[src/rtl/rbank_pkg.sv]
package rbank_pkg;

   // which register a decoded write targets
   typedef enum logic [1:0] {
      WT_NONE = 2'd0,
      WT_LOW  = 2'd1,
      WT_HIGH = 2'd2
   } wtarget_e;

   // three-line address codes (A15, A14, A13)
   localparam logic [2:0] SPAN_LOW  = 3'b001;
   localparam logic [2:0] SPAN_HIGH = 3'b010;
   localparam logic [1:0] WIN_SWITCH = 2'b01;

endpackage

[src/rtl/bank_decode.sv]
module bank_decode
   import rbank_pkg::*;
(
   input  logic       wr,
   input  logic [2:0] a_hi,
   output wtarget_e   target,
   output logic       in_switch
);

   always_comb begin
      target = WT_NONE;
      if (wr) begin
         unique case (a_hi)
            SPAN_LOW:  target = WT_LOW;
            SPAN_HIGH: target = WT_HIGH;
            default:   target = WT_NONE;
         endcase
      end
   end

   assign in_switch = (a_hi[2:1] == WIN_SWITCH);

endmodule

[src/rtl/bank_field.sv]
module bank_field #(
   parameter int unsigned    W       = 5,
   parameter logic [W-1:0]   RST_VAL = '0
) (
   input  logic         clk,
   input  logic         rst_n,
   input  logic         load,
   input  logic [W-1:0] d,
   output logic [W-1:0] q
);

   generate
      if (W < 1) begin : g_bad_width
         $error("bank_field: W must be at least 1");
      end
   endgenerate

   always_ff @(posedge clk or negedge rst_n) begin
      if (!rst_n)
         q <= RST_VAL;
      else if (load)
         q <= d;
   end

endmodule

[src/rtl/bank_map.sv]
module bank_map #(
   parameter int unsigned LOW_W    = 5,
   parameter int unsigned HIGH_W   = 2,
   parameter bit          ZERO_FIX = 1'b1,
   localparam int unsigned BANK_W  = LOW_W + HIGH_W
) (
   input  logic              in_switch,
   input  logic [LOW_W-1:0]  lo_q,
   input  logic [HIGH_W-1:0] hi_q,
   output logic [BANK_W-1:0] bank
);

   logic [LOW_W-1:0] lo_eff;

   generate
      if (ZERO_FIX) begin : g_subst
         // the zero test sees only the low field, never the high bits
         always_comb begin
            lo_eff = lo_q;
            if (lo_q == '0)
               lo_eff = LOW_W'(1);
         end
      end else begin : g_plain
         assign lo_eff = lo_q;
      end
   endgenerate

   assign bank = in_switch ? {hi_q, lo_eff} : '0;

endmodule

[src/rtl/rom_bank_ctl.sv]
module rom_bank_ctl
   import rbank_pkg::*;
#(
   parameter int unsigned LOW_W    = 5,
   parameter int unsigned HIGH_W   = 2,
   parameter bit          ZERO_FIX = 1'b1,
   localparam int unsigned BANK_W  = LOW_W + HIGH_W
) (
   input  logic              clk,
   input  logic              rst_n,
   input  logic              bus_wr,
   input  logic [2:0]        bus_a,
   input  logic [LOW_W-1:0]  bus_d,
   output logic [BANK_W-1:0] bank_lines,
   output logic [LOW_W-1:0]  lo_bank,
   output logic [HIGH_W-1:0] hi_bank
);

   generate
      if (HIGH_W < 1 || HIGH_W > LOW_W) begin : g_bad_high
         $error("rom_bank_ctl: HIGH_W must be 1..LOW_W");
      end
   endgenerate

   wtarget_e target;
   logic     in_switch;

   bank_decode u_dec (
      .wr        (bus_wr),
      .a_hi      (bus_a),
      .target    (target),
      .in_switch (in_switch)
   );

   bank_field #(.W(LOW_W), .RST_VAL(LOW_W'(1))) u_lo (
      .clk   (clk),
      .rst_n (rst_n),
      .load  (target == WT_LOW),
      .d     (bus_d),
      .q     (lo_bank)
   );

   bank_field #(.W(HIGH_W), .RST_VAL('0)) u_hi (
      .clk   (clk),
      .rst_n (rst_n),
      .load  (target == WT_HIGH),
      .d     (bus_d[HIGH_W-1:0]),
      .q     (hi_bank)
   );

   bank_map #(.LOW_W(LOW_W), .HIGH_W(HIGH_W), .ZERO_FIX(ZERO_FIX)) u_map (
      .in_switch (in_switch),
      .lo_q      (lo_bank),
      .hi_q      (hi_bank),
      .bank      (bank_lines)
   );

endmodule

[config.mk]
export PLATFORM = sky130hd
export DESIGN_NAME = rom_bank_ctl
export DESIGN_NICKNAME = d
export VERILOG_FILES = /design/src/rtl/rbank_pkg.sv /design/src/rtl/bank_decode.sv /design/src/rtl/bank_field.sv /design/src/rtl/bank_map.sv /design/src/rtl/rom_bank_ctl.sv
export SDC_FILE = /design/constraint.sdc
export NUM_CORES = 1
export LEC_CHECK = 0
export BUFFER_PORTS_ARGS = -buffer_cell sky130_fd_sc_hd__buf_2
export CAP_MARGIN = 30
export CORE_AREA = 2 2 39 41
export DETAILED_ROUTE_END_ITERATION = 8
export DIE_AREA = 0 0 41 43
export SLEW_MARGIN = 30
export SYNTH_ARGS = -nofsm -noshare
export SYNTH_HDL_FRONTEND = slang
export SYNTH_SLANG_ARGS = --single-unit
[constraint.sdc]
create_clock -name clk -period 3.15 [get_ports clk]
set_input_delay 0.945 -clock clk [delete_from_list [all_inputs] [get_ports clk]]
set_output_delay 0.945 -clock clk [all_outputs]
set_load 0.01 [all_outputs]
==> summary.md <==
| Metric | Value |
|---|---|
| CP endpoint kind | `output port` |
| Num rows | `14` |
| Max Root-Sink Buffers | `2` |
| Final non-filler cell total | `69` |
| Sequential share of the synthesized area | `0.513` |
| Sequential share of power | `0.444` |
| Clock power share | `0.283` |
| Final Setup Violations | `0` |
| Largest fanout on the critical path | `7` |
| Die ar. | `1760 sq um` |
| Synthesized Nets | `36` |
| CTS tree | `done` |
| Max cap viols | `0` |
| Power Total | `0.000288 W` |
| Slew Limit Fails | `0` |
| Share of the synthesized area in the top cell type | `0.436` |
| PortBufs | `24` |
| Internal power | `0.000204 W` |
| Reg2reg path depth | `1` |
| FFs w/ async S/R, synth | `1.00` |
| Worst path cell trace | `buf_2 > and2b_2 > and2_1 > buf_2` |
| Comb pwr share | `0.273` |
| Largest cells by area after synthesis | `dfrtp_1 (44%), mux2_2 (23%), and2_1 (11%), dfstp_2 (7.6%), and4bb_4 (4.7%)` |
| Actual slew at the worst max-slew pin | `0.257 ns` |
| Startpoint types | `input pin` |
| Most frequent CP cell | `buf_2` |
| Setup CP Type | `in2out` |
| Max rail drop VDD | `198 uV` |
| Unrepaired setup endpoints after global routing | `no` |
| Unique masters post-synth | `9` |
| Share of cells above drive strength 1 | `0.717` |
| Delay-heaviest family, CP | `simple AND/OR/NAND/NOR gates` |
| Total Wirelength | `789 um` |
| Grt met2 use | `0.178` |
| Status | `complete, no violations` |
| Initial DRT Pass Iterations | `2` |
| Drt via density | `4.38` |
| Vias in the first global route | `328` |
| Post-synth top cells | `mux2_2 (7), and2_1 (6), dfrtp_1 (6)` |
| Switching Fraction | `0.293` |
| Met1 Resource Use GR | `0.121` |
| Num Clock Sinks | `7` |
| FF-to-FF Start | `u_lo.q[2]` |
| Grt ovf | `0` |
| Starting Density | `0.249` |
| First-pass GRT wire length | `1310 um` |
| Setup TNS | `0 ns` |
| P_leak | `0.263 nW` |
| I/O pin count | `25` |
| Final hold viol count | `0` |
| Routability Congestion | `0.705` |
| Met3 Usage GRT | `0.0314` |
| Hold buffers post-CTS | `0` |
| Nets@finish | `65` |
| Worst-Skew Late Latency | `0.25 ns` |
| Max Freq | `396 MHz` |
| Wire per inst | `11.4 um` |
| CTS Buf Count | `3` |
| Clock root cell | `clkbuf_4` |
| Crit path time final | `2.52 ns` |
| Worst-path clk slew | `0.06 ns` |
| Worst Path Buf+Inv | `2` |
| Final core utilization | `0.369` |
| R2R setup slack | `2.37 ns` |
| CP required | `2.20 ns` |
| Antenna violations before repair | `0` |
| Synth warn | `0` |
| GRT Total Usage | `0.113` |
| Relative slew margins | `0.827` |
| Sw power | `0.0000845 W` |
| Post-CTS sizing | `0` |
| Largest net degree at the start of global routing | `8` |
| Syn Area/Cell | `13.8 sq um` |
| ANT cells | `0` |
| Most instantiated library cell after synthesis | `mux2_2` |
| Inst Count DP | `65` |
| Reg2reg end | `u_lo.q[2]` |
| GRT busiest layer | `met2` |
| Slowest-stage cell, CP | `and2b_2` |
| Htree depth | `1` |
| EDFF count, synth | `0` |
| Post-CTS Setup Bufs | `0` |
| DRT iter0 DRCs | `1` |
| P&R area growth vs syn | `48.4%` |
| Final ANT Viol Nets | `0` |
| Tcrit/Tclk final | `0.801` |
| Post-Synthesis Cells | `25` |
| CP max stage delay | `0.25 ns` |
| Mapped cell area | `344 sq um` |
| Total number of vias | `302` |
| Total core area | `1380 sq um` |
| Top cell type by total area after synthesis | `dfrtp_1` |
| Worst min path class | `in2async` |
| Synth Flop Type | `dfrtp_1` |
| Die H | `43 um` |
| PwrDens | `565 nW/um^2` |
| Die X | `41 um` |
| Final clock skew | `0 ns` |
| Critical path arrival | `1.58 ns` |
| Register bit count reported by yosys | `7` |
| DRC Markers | `0` |
## power by group through the flow
| stage | Clock (W) | Sequential, W | Combinational (W) |
|---|---|---|---|
| final | 0.0000817 | 0.000128 | 0.0000788 |
| after global routing | 0.0000888 | 0.000132 | 0.0000885 |
| after CTS | 0.0000835 | 0.000129 | 0.0000810 |
| after detailed placement | 0 | 0.000130 | 0.0000807 |
| after global placement | 0 | 0.000130 | 0.0000796 |
| after floorplan | 0 | 0.000137 | 0.0000319 |
## final cells by class
| cell class | instances | area [sq um] |
|---|---|---|
| fill | 145 | 873 |
| multi-input combinational | 18 | 168 |
| timing repair buffer | 24 | 120 |
| sequential | 7 | 176 |
| clock buffer | 4 | 26.3 |
| tap | 16 | 20.0 |
## state kept, by name (all words and copies together), names as in the netlist
signal and cells:
u_lo.q 5, u_hi.q 2
## per-stage QoR
step | hold WS, ns | setup slack [ns] | instance area (sq um)
3_3_place_gp | 0.521 | 0.628 | 484
6_report | 0.508 | 0.626 | 510
3_5_place_dp | 0.522 | 0.619 | 484
4_1_cts | 0.512 | 0.618 | 510
2_1_floorplan | 0.564 | 0.857 | 344
5_1_grt | 0.515 | 0.579 | 510
## kinds of logic after synthesis
kind of cell | after synthesis | share of synthesized area
DFF | 7 | 0.513
AOI/OAI and AO/OA | 1 | 0.0218
muxes | 7 | 0.229
and+or+nand+nor | 10 | 0.236
## placed cells by master (no fill, tap or decap)
| cell | netlist | routed |
|---|---|---|
| mux2_2 | 7 | 7 |
| and4bb_4 | 1 | 1 |
| nor4_1 | 1 | 1 |
| and2b_2 | 1 | 1 |
| clkbuf_1 | 0 | 1 |
| buf_2 | 0 | 24 |
| dfstp_2 | 1 | 1 |
| dfrtp_1 | 6 | 6 |
| o21a_1 | 1 | 1 |
| clkbuf_4 | 0 | 3 |
| and4bb_2 | 1 | 1 |
| and2_1 | 6 | 6 |
## per-layer routing
layer / part of all wire / up-vias
li1: - / 149
met5: 0 / -
met2: 0.52 / 14
met1: 0.39 / 139
met4: 0 / 0
met3: 0.089 / 0
## how the worst max path moves through the flow
stage | start | endpoint | slack [ns] | cells after the start
floorplan | bus_a[2] | bank_lines[1] | 0.86 | 2
global placement | bus_a[2] | bank_lines[3] | 0.63 | 4
detailed placement | bus_a[2] | bank_lines[1] | 0.62 | 4
CTS | bus_a[2] | bank_lines[1] | 0.62 | 4
global route | bus_a[2] | bank_lines[1] | 0.58 | 4
finish | bus_a[2] | bank_lines[1] | 0.63 | 4
Power figures use the tool's default switching activity.
